[src/rtl/mrs_pkg.sv]
package mrs_pkg;

  typedef enum logic [1:0] {
    ACT_IDLE  = 2'b00,
    ACT_LOAD  = 2'b01,
    ACT_PROG  = 2'b10,
    ACT_ERASE = 2'b11
  } act_e;

  typedef enum logic [1:0] {
    SQ_IDLE  = 2'd0,
    SQ_PULSE = 2'd1,
    SQ_WAIT  = 2'd2
  } seq_e;

  // Whole cycles covering a duration in ns at a clock in kHz, rounded up, never 0.
  function automatic int ns_to_cycles(input longint ns, input longint khz);
    longint c;
    c = (ns * khz + 64'd999999) / 64'd1000000;
    if (c < 1) c = 1;
    return int'(c);
  endfunction

endpackage

[src/rtl/mrs_pulse_gen.sv]
module mrs_pulse_gen #(
  parameter int RP_CYC = 50,
  localparam int CW = $clog2(RP_CYC + 1)
) (
  input  logic clk,
  input  logic rst_n,
  input  logic start,
  output logic pin_n,
  output logic last
);
  logic [CW-1:0] cnt;

  always_ff @(posedge clk or negedge rst_n) begin
    if (!rst_n) begin
      pin_n <= 1'b1;
      cnt   <= '0;
    end else if (start) begin
      pin_n <= 1'b0;
      cnt   <= CW'(RP_CYC - 1);
    end else if (!pin_n) begin
      if (cnt == '0) pin_n <= 1'b1;
      else           cnt   <= cnt - 1'b1;
    end
  end

  assign last = !pin_n && (cnt == '0);


  pulse_len_chk: assert property (@(posedge clk) disable iff (!rst_n)
    !pin_n |-> (cnt < CW'(RP_CYC)));

endmodule

[src/rtl/mrs_limit_sel.sv]
module mrs_limit_sel import mrs_pkg::*; #(
  parameter int TW        = 17,
  parameter int LIM_IDLE  = 2500,
  parameter int LIM_PROG  = 5000,
  parameter int LIM_ERASE = 125000
) (
  input  act_e          act,
  output logic [TW-1:0] limit
);
  always_comb begin
    case (act)
      ACT_PROG:  limit = TW'(LIM_PROG);
      ACT_ERASE: limit = TW'(LIM_ERASE);
      default:   limit = TW'(LIM_IDLE);
    endcase
  end
endmodule

[src/rtl/mrs_interval_timer.sv]
module mrs_interval_timer #(
  parameter int TW       = 17,
  parameter int BOOT_CYC = 1250
) (
  input  logic          clk,
  input  logic          rst_n,
  input  logic          clr,
  input  logic          en,
  input  logic [TW-1:0] limit,
  output logic          boot_hit,
  output logic          limit_hit
);
  logic [TW-1:0] count;

  always_ff @(posedge clk or negedge rst_n) begin
    if (!rst_n)   count <= '0;
    else if (clr) count <= '0;
    else if (en)  count <= count + 1'b1;
  end

  assign boot_hit  = en && (count == TW'(BOOT_CYC - 1));
  assign limit_hit = en && (count == limit - 1'b1);

endmodule

[src/rtl/mem_reset_sequencer.sv]
module mem_reset_sequencer import mrs_pkg::*; #(
  parameter int CLK_KHZ    = 250000,
  parameter int RP_NS      = 200,
  parameter int BOOT_NS    = 5000,
  parameter int IDLE_NS    = 10000,
  parameter int PROG_NS    = 20000,
  parameter int ERASE_NS   = 500000
) (
  input  logic       clk,
  input  logic       rst_n,
  input  logic       req,
  input  logic       req_cmd,
  input  logic [1:0] activity,
  input  logic       int_status,
  output logic       mem_rst_n,
  output logic       cmd_strobe,
  output logic       busy,
  output logic       boot_ready,
  output logic       core_ready,
  output logic       timeout_err
);
  localparam int RP_CYC    = ns_to_cycles(RP_NS, CLK_KHZ);
  localparam int BOOT_CYC  = ns_to_cycles(BOOT_NS, CLK_KHZ);
  localparam int LIM_IDLE  = ns_to_cycles(IDLE_NS, CLK_KHZ);
  localparam int LIM_PROG  = ns_to_cycles(PROG_NS, CLK_KHZ);
  localparam int LIM_ERASE = ns_to_cycles(ERASE_NS, CLK_KHZ);
  localparam int MAX_A     = (LIM_IDLE > LIM_PROG) ? LIM_IDLE : LIM_PROG;
  localparam int MAX_B     = (LIM_ERASE > BOOT_CYC) ? LIM_ERASE : BOOT_CYC;
  localparam int MAX_CYC   = (MAX_A > MAX_B) ? MAX_A : MAX_B;
  localparam int TW        = $clog2(MAX_CYC + 2);

  seq_e          state;
  act_e          act_q;
  logic          start, pulse_start, pulse_last, enter_wait;
  logic          boot_hit, limit_hit;
  logic [TW-1:0] limit;

  assign start       = (state == SQ_IDLE) && req;
  assign pulse_start = start && !req_cmd;
  assign enter_wait  = (start && req_cmd) || ((state == SQ_PULSE) && pulse_last);
  assign busy        = (state != SQ_IDLE);

  mrs_pulse_gen #(.RP_CYC(RP_CYC)) u_pulse (
    .clk   (clk),
    .rst_n (rst_n),
    .start (pulse_start),
    .pin_n (mem_rst_n),
    .last  (pulse_last)
  );

  mrs_limit_sel #(
    .TW(TW), .LIM_IDLE(LIM_IDLE), .LIM_PROG(LIM_PROG), .LIM_ERASE(LIM_ERASE)
  ) u_limit (
    .act   (act_q),
    .limit (limit)
  );

  mrs_interval_timer #(.TW(TW), .BOOT_CYC(BOOT_CYC)) u_timer (
    .clk       (clk),
    .rst_n     (rst_n),
    .clr       (enter_wait),
    .en        (state == SQ_WAIT),
    .limit     (limit),
    .boot_hit  (boot_hit),
    .limit_hit (limit_hit)
  );

  always_ff @(posedge clk or negedge rst_n) begin
    if (!rst_n) begin
      state       <= SQ_IDLE;
      act_q       <= ACT_IDLE;
      cmd_strobe  <= 1'b0;
      boot_ready  <= 1'b0;
      core_ready  <= 1'b0;
      timeout_err <= 1'b0;
    end else begin
      cmd_strobe <= 1'b0;
      case (state)
        SQ_IDLE: if (req) begin
          act_q       <= act_e'(activity);
          boot_ready  <= 1'b0;
          core_ready  <= 1'b0;
          timeout_err <= 1'b0;
          if (req_cmd) begin
            cmd_strobe <= 1'b1;
            state      <= SQ_WAIT;
          end else begin
            state <= SQ_PULSE;
          end
        end
        SQ_PULSE: if (pulse_last) state <= SQ_WAIT;
        SQ_WAIT: begin
          if (boot_hit) boot_ready <= 1'b1;
          if (!core_ready && !timeout_err) begin
            if (int_status)     core_ready  <= 1'b1;
            else if (limit_hit) timeout_err <= 1'b1;
          end
          if (boot_ready && (core_ready || timeout_err)) state <= SQ_IDLE;
        end
        default: state <= SQ_IDLE;
      endcase
    end
  end


  strobe_single_chk: assert property (@(posedge clk) disable iff (!rst_n)
    cmd_strobe |=> !cmd_strobe);


  strobe_pin_chk: assert property (@(posedge clk) disable iff (!rst_n)
    cmd_strobe |-> mem_rst_n);


  ready_cause_chk: assert property (@(posedge clk) disable iff (!rst_n)
    $rose(core_ready) |-> $past(int_status));


  ready_excl_chk: assert property (@(posedge clk) disable iff (!rst_n)
    !(core_ready && timeout_err));


  act_hold_chk: assert property (@(posedge clk) disable iff (!rst_n)
    busy |=> $stable(act_q));


  done_flags_chk: assert property (@(posedge clk) disable iff (!rst_n)
    $fell(busy) |-> (boot_ready && (core_ready || timeout_err)));

endmodule

[config.mk]
export PLATFORM = sky130hd
export DESIGN_NAME = mem_reset_sequencer
export DESIGN_NICKNAME = d
export VERILOG_FILES = /design/src/rtl/mrs_pkg.sv /design/src/rtl/mrs_pulse_gen.sv /design/src/rtl/mrs_limit_sel.sv /design/src/rtl/mrs_interval_timer.sv /design/src/rtl/mem_reset_sequencer.sv
export SDC_FILE = /design/constraint.sdc
export NUM_CORES = 1
export LEC_CHECK = 0
export BUFFER_PORTS_ARGS = -buffer_cell sky130_fd_sc_hd__buf_4
export CORE_MARGIN = 2
export CORE_UTILIZATION = 50
export DETAILED_ROUTE_END_ITERATION = 10
export PLACE_DENSITY = 0.68
export SKIP_CTS_REPAIR_TIMING = 1
export SLEW_MARGIN = 5
export SYNTH_ARGS = -nofsm -noshare
export SYNTH_HDL_FRONTEND = slang
export SYNTH_SLANG_ARGS = --single-unit
export TNS_END_PERCENT = 30
[constraint.sdc]
create_clock -name clk -period 2.5 [get_ports clk]
set_clock_uncertainty 0.2 [all_clocks]
set_input_delay 0.25 -clock clk [delete_from_list [all_inputs] [get_ports clk]]
set_output_delay 0.25 -clock clk [all_outputs]
set_load 0.005 [all_outputs]
==> results.md, run 1 <==
* Core Area at 0.00339 sq mm
* CTS Buf Count at 5
* Pwr dens at 826 mW/mm^2
* Startpoint types: flip-flop
* Synth cell types at 49
* RSZ-0062 raised after global routing: false
* Sink Count at 32
* Wire length per cell at ~15 microns
* Most common cell after layout, fill and taps aside: dfrtp_1
* CTS clk-pin slew, worst paths at 0.11 ns
* Static Leak at 0.882 nW
* Slew margin rel. at between 60 and 70%
* Net count after synthesis at 192
* Total iterations of the first detailed-routing run at 5
* Final hold violation count at 0
* Area Overhead vs Synth at 13.2%
* Antenna diode count at 0
* Status: completed
* MaxCap Viol Count at 0
* WP data required at 2.52 ns
* Power share of the combinational group at 32.6%
* GPL Wtd Cong at 0.768
* CP max FO at 18
* Initial antenna violation count at 0
* Layout cell share with drive strength beyond 1 at roughly 16%
* Hold depth at 4
* Clk pwr share at 19.1%
* Global-route wire length before repair at 6.55 mm
* Crit end category: flip-flop
* Hold EP: act_q[1]
* Port Buffer Count at 12
* Syn_area_per_cell at 9.79 sq um
* Final Setup Violations at 0
* Clock tree buffer depth at 2
* Fin area at 0.00202 sq mm
* Die Wd at roughly 64 microns
* GRT Residual Overflow at 0
* I/O pin total at 13
* Hpwl dp at 2.61 mm
* Residual DRC at 0
* FF-to-FF End: u_timer.count[2]
* Number of global-route vias before repair at 1365
* DRT iter0 DRCs at 50
* Flop-to-flop setup slack at roughly 0.51 ns
* Finished Layout Cells at 249
* Post-Place Cells at 236
* Worst-skew pair later-pin latency at 0.34 ns
* Pins Over Slew Limit at 0
* Crit Path Category: flip-flop to flip-flop
* Post-synthesis sequential area ratio at 45.0%
* Routed Antenna Nets at 0
* Largest net degree at the start of global routing at 33
* Seq pwr share at between 40% and 50%
* Post-synthesis sequential element count at 32
* Fin crit period at 1.99 ns
* EDFF count, synth at 0
* Drt total wl at 3.83 mm
* Prevailing post-synth register cell: dfrtp_1
* Net Sw Frac at 37.5%
* Warnings from Yosys at 0
* Die ar. at 0.00406 sq mm
* Top achievable clock speed at 0.501 GHz
* Most frequent cells in the layout: dfrtp_1, nor2_1, nand2_1
* Row Count at 21
* Slew @ Worst Pin at 0.462 ns
* Layout net count at 212
* Share of the clock period used by the worst path at 79.8%
* Post-Syn Area at between 0.0015 and 0.002 sq mm
* Total Routing Usage GR at 21.3%
* Switch Pwr at 0.624 mW
* Number of cells on the worst reg-to-reg path at 7
* Async SR Flop Fraction at 100%
* CTS tree: yes
* Post-route setup slack at between 0.5 and 0.6 ns
* DP Worst Slack at 0.536 ns
* Via-to-Cell Ratio at 5.75
* Die H at 63.7 microns
* Initial Utilization at 52.6%
* Total negative setup slack at 0 ns
* Max VDD drop at ~440 uV
* FF-to-FF Start: u_pulse.cnt[0]
* CTS H-tree lvls at 2
* DR vias at 1432
* Hold Crit Class: primary input to flip-flop
* Root buffer cell: clkbuf_4
* Post-DP Area at 0.00191 sq mm
* Crit path DAT at ~2 ns
* Min-delay src: req
* Int Pwr at around 1.0 mW
* Mapped Cells at 182
[worst max-delay path, stage by stage, from the launching register on]
cell and delay [ns]:
dfrtp_1 0.41, inv_1 0.06, ha_1 0.15, nor2b_1 0.29, nand2_1 0.18, o31ai_4 0.23
buf_4 0.26, nor2_1 0.08
[cell type report]
type	count	area [sq um]
Tap cell	46	57.6
Inverter	7	26.3
Clock inverter	2	10.0
Timing Repair Buffer	19	155
Multi-Input combinational cell	137	915
Clock buffer	6	51.3
Sequential cell	32	802
Fill cell	307	1370
[flip-flops by register name, indices dropped and copies added (netlist names)]
register	flops
timeout_err	1
u_pulse.cnt	6
cmd_strobe	1
core_ready	1
u_timer.count	17
state	2
act_q	2
u_pulse.pin_n	1
boot_ready	1
[per-layer routing]
metal | vias up | track usage [%] | wire [microns]
li1 | 692 | - | -
met1 | 707 | 28.9 | 1840
met2 | 26 | 32.5 | 1790
met3 | 7 | 6.07 | 149
met4 | 0 | 7.34 | 54
met5 | - | 0 | 0
[metrics by stage]
step	hold WS [ns]	power [mW]	utilization [%]
floorplan	-0.246	1.19	-
global placement	0.00685	1.33	56.2
detailed placement	0.0156	1.35	56.2
CTS	-0.365	1.67	58.0
global route	0.102	1.80	59.5
finish	0.0785	1.67	59.5
[how the worst max path moves through the flow]
stage,from,endpoint,slack [ns],cells after the start
floorplan,u_pulse.cnt[0],u_timer.count[16],0.59,7
global placement,u_pulse.cnt[0],u_timer.count[6],0.60,7
detailed placement,u_pulse.cnt[0],u_pulse.cnt[4],0.54,6
CTS,u_pulse.cnt[0],u_timer.count[2],0.51,7
global route,u_pulse.cnt[0],u_timer.count[2],0.34,7
finish,u_pulse.cnt[0],u_timer.count[2],0.51,7
[synth_stat cells, types with 2 or more instances]
| cell type | number | area share, % |
|---|---|---|
| nand3_1 | 7 | 2.0 |
| nand4bb_1 | 2 | 1.3 |
| a21oi_1 | 10 | 2.8 |
| nand2b_1 | 3 | 1.1 |
| nor2b_1 | 4 | 1.4 |
| or4b_1 | 4 | 2.2 |
| or4_1 | 2 | 0.84 |
| nand2_1 | 18 | 3.8 |
| o21ai_0 | 5 | 1.4 |
| xnor2_1 | 7 | 3.4 |
| xor2_1 | 6 | 2.9 |
| or2b_1 | 2 | 0.84 |
| nor2_1 | 23 | 4.8 |
| o31ai_1 | 2 | 0.84 |
| o41ai_1 | 4 | 2.0 |
| inv_1 | 7 | 1.5 |
| nor4b_1 | 2 | 0.98 |
| nor3_1 | 2 | 0.56 |
| nor4_1 | 2 | 0.70 |
| and3_1 | 2 | 0.70 |
| or3_1 | 3 | 1.1 |
| ha_1 | 3 | 2.1 |
| buf_4 | 4 | 1.7 |
| a211oi_1 | 3 | 1.3 |
| dfrtp_1 | 31 | 44 |
[power groups by stage]
stage          Combinational, mW  Sequential [mW]  Clock [mW]
6_report                   0.543            0.804       0.319
5_1_grt                    0.624            0.828       0.351
4_1_cts                    0.546            0.803       0.323
3_5_place_dp               0.540            0.814           0
3_3_place_gp               0.527            0.806           0
2_1_floorplan              0.439            0.754           0
[cell families after synthesis]
logic type / Yosys count / synth area share [%]
multiplexers: 1 / 0.562
XOR/XNOR: 13 / 6.39
adder cells (fa/ha/maj): 3 / 2.11
AND/OR/NAND/NOR: 88 / 29.6
buffers and inverters: 13 / 3.65
AO/OA/AOI/OAI: 32 / 12.7
flip-flops: 32 / 45.0
No activity file was read; power rests on OpenSTA's default activity.
==> inputs of run 2 (changes only) <==
--- a/config.mk
+++ b/config.mk
@@ -9,7 +9,7 @@
 export CORE_MARGIN = 2
 export CORE_UTILIZATION = 50
 export DETAILED_ROUTE_END_ITERATION = 10
-export PLACE_DENSITY = 0.68
+export PLACE_DENSITY = 0.71
 export SKIP_CTS_REPAIR_TIMING = 1
 export SLEW_MARGIN = 5
 export SYNTH_ARGS = -nofsm -noshare
==> constraint.sdc (replaced) <==
create_clock -name clk -period 1.8 [get_ports clk]
set_clock_uncertainty 0.2 [all_clocks]
set_input_delay 0.18 -clock clk [delete_from_list [all_inputs] [get_ports clk]]
set_output_delay 0.18 -clock clk [all_outputs]
set_load 0.005 [all_outputs]
==> results.md, run 2 (same netlist as run 1, synthesis figures left out) <==
* I/O pin total at 13 (unchanged)
* Largest register FFs at 17 (unchanged)
* DP Worst Slack at -0.338 ns (was 0.536 ns)
* Max VDD drop at 801 uV (was 440 uV)
* GRT Residual Overflow at 0 (unchanged)
* Static Leak at 1.01 nW (was 0.882 nW)
* Via-to-Cell Ratio at 5.59 (was 5.75)
* Top achievable clock speed at 0.557 GHz (was 0.501 GHz)
* Int Pwr at 1.66 mW (was 1.04 mW)
* DRT iter0 DRCs at 88 (was 50)
* WP data required at 1.86 ns (was 2.52 ns)
* DR vias at 1538 (was 1432)
* Slew @ Worst Pin at 0.486 ns (was 0.462 ns)
* CTS clk-pin slew, worst paths at 0.10 ns (was 0.11 ns)
* Total iterations of the first detailed-routing run at 4 (was 5)
* Area Overhead vs Synth at 27.3% (was 13.2%)
* Wire length per cell at 15.2 microns (was 15.4 microns)
* Global-route wire length before repair at 6.98 mm (was 6.55 mm)
* Residual DRC at 0 (unchanged)
* GPL Wtd Cong at 0.838 (was 0.768)
* Layout net count at 238 (was 212)
* Number of global-route vias before repair at 1576 (was 1365)
* Fin crit period at 1.80 ns (was 1.99 ns)
* Hold Crit Class: primary input to flip-flop (unchanged)
* Final Setup Violations at 0 (unchanged)
* Post-Place Cells at 259 (was 236)
* Pins Over Slew Limit at 0 (unchanged)
* Layout cell share with drive strength beyond 1 at 30.1% (was 15.8%)
* Seq pwr share at 42.0% (was 48.2%)
* Power share of the combinational group at 41.5% (was 32.6%)
* Startpoint types: flip-flop (unchanged)
* Clock tree buffer depth at 2 (unchanged)
* Core Area at 0.00339 sq mm (unchanged)
* Final core occ at 66.9% (was 59.5%)
* Port Buffer Count at 12 (unchanged)
* Pwr dens at 1140 mW/mm^2 (was 826 mW/mm^2)
* Switch Pwr at 0.940 mW (was 0.624 mW)
* MaxCap Viol Count at 0 (unchanged)
* Net Sw Frac at 36.2% (was 37.5%)
* Root buffer cell: clkbuf_4 (unchanged)
* Die ar. at 0.00406 sq mm (unchanged)
* Slew margin rel. at 67.3% (was 68.9%)
* Crit Path Category: flip-flop to flip-flop (unchanged)
* Initial antenna violation count at 0 (unchanged)
* CP max FO at 6 (was 18)
* Row Count at 21 (unchanged)
* CTS Buf Count at 5 (unchanged)
* Register with the most flip-flops: u_timer.count (unchanged)
* Most frequent cells in the layout: buf_4, dfrtp_1, nor2_1 (was dfrtp_1, nor2_1, nand2_1)
* Crit end category: flip-flop (unchanged)
* Antenna diode count at 0 (unchanged)
* Clk pwr share at 16.5% (was 19.1%)
* Post-route setup slack at 0.00482 ns (was 0.506 ns)
* CTS H-tree lvls at 2 (unchanged)
* CTS tree: yes (unchanged)
* Die H at 63.7 microns (unchanged)
* Routed Antenna Nets at 0 (unchanged)
* Largest net degree at the start of global routing at 33 (unchanged)
* Sink Count at 32 (unchanged)
* Die Wd at 63.7 microns (unchanged)
* Drt total wl at 4.17 mm (was 3.83 mm)
* Initial Utilization at 52.6% (unchanged)
* Share of the clock period used by the worst path at 99.7% (was 79.8%)
* Total Routing Usage GR at 22.2% (was 21.3%)
* Status: completed (unchanged)
* RSZ-0062 raised after global routing: true (was false)
* Finished Layout Cells at 275 (was 249)
* Hpwl dp at 2.90 mm (was 2.61 mm)
* Most common cell after layout, fill and taps aside: buf_4 (was dfrtp_1)
* Biggest regs: u_timer.count x17, u_pulse.cnt x6 (unchanged)
* Crit path DAT at 1.85 ns (was 2.02 ns)
* Final hold violation count at 0 (unchanged)
* Worst-skew pair later-pin latency at 0.33 ns (was 0.34 ns)
run 2: layout make-up:
class	count	area, sq um
well taps	46	57.6
flip-flops and latches	32	807
inverters	7	26.3
clock buffers	8	58.8
multi-input cells	137	953
repair buffers	45	365
fillers	283	1120
run 2: worst paths after layout:
check                      depth (start not counted)  slack [ns]      from           endpoint
max                                                4       0.005  state[0]  u_timer.count[15]
min                                                4        0.04       req           act_q[0]
max reg2reg                                        4       0.005  state[0]  u_timer.count[15]
min reg2reg                                        2        0.36  act_q[0]           act_q[0]
max in group asynchronous                          2        0.94     rst_n      u_pulse.pin_n
min in group asynchronous                          2        0.12     rst_n  u_timer.count[10]
run 2: per-layer routing:
metal | global-route usage (%) | routed length (microns)
met5 | 0 | 0
met4 | 6.79 | 44
met3 | 6.96 | 142
met2 | 35.4 | 2090
met1 | 28.8 | 1900
run 2: worst max-delay path, stage by stage (launching register included):
cell and delay [ns]:
dfrtp_2 0.47, and4b_2 0.37, nand4_4 0.12, or4_1 0.43, a21oi_1 0.14
run 2: power groups by stage:
stage / combinational [mW] / clock (mW) / sequential, mW
global route: 1.21 / 0.475 / 1.12
detailed placement: 1.00 / 0 / 1.08
floorplan: 0.611 / 0 / 1.05
global placement: 0.955 / 0 / 1.07
CTS: 1.01 / 0.434 / 1.07
finish: 1.08 / 0.428 / 1.09
run 2: per-stage QoR:
step,hold WS [ns],total power [mW],instance area (sq um),TNS [ns]
2_1_floorplan,-0.316,1.66,1780,-0.0480
3_3_place_gp,-0.0608,2.03,2080,-3.37
3_5_place_dp,-0.0577,2.08,2080,-5.52
4_1_cts,-0.417,2.51,2140,-5.70
5_1_grt,0.0472,2.80,2270,-0.674
6_report,0.0350,2.60,2270,0
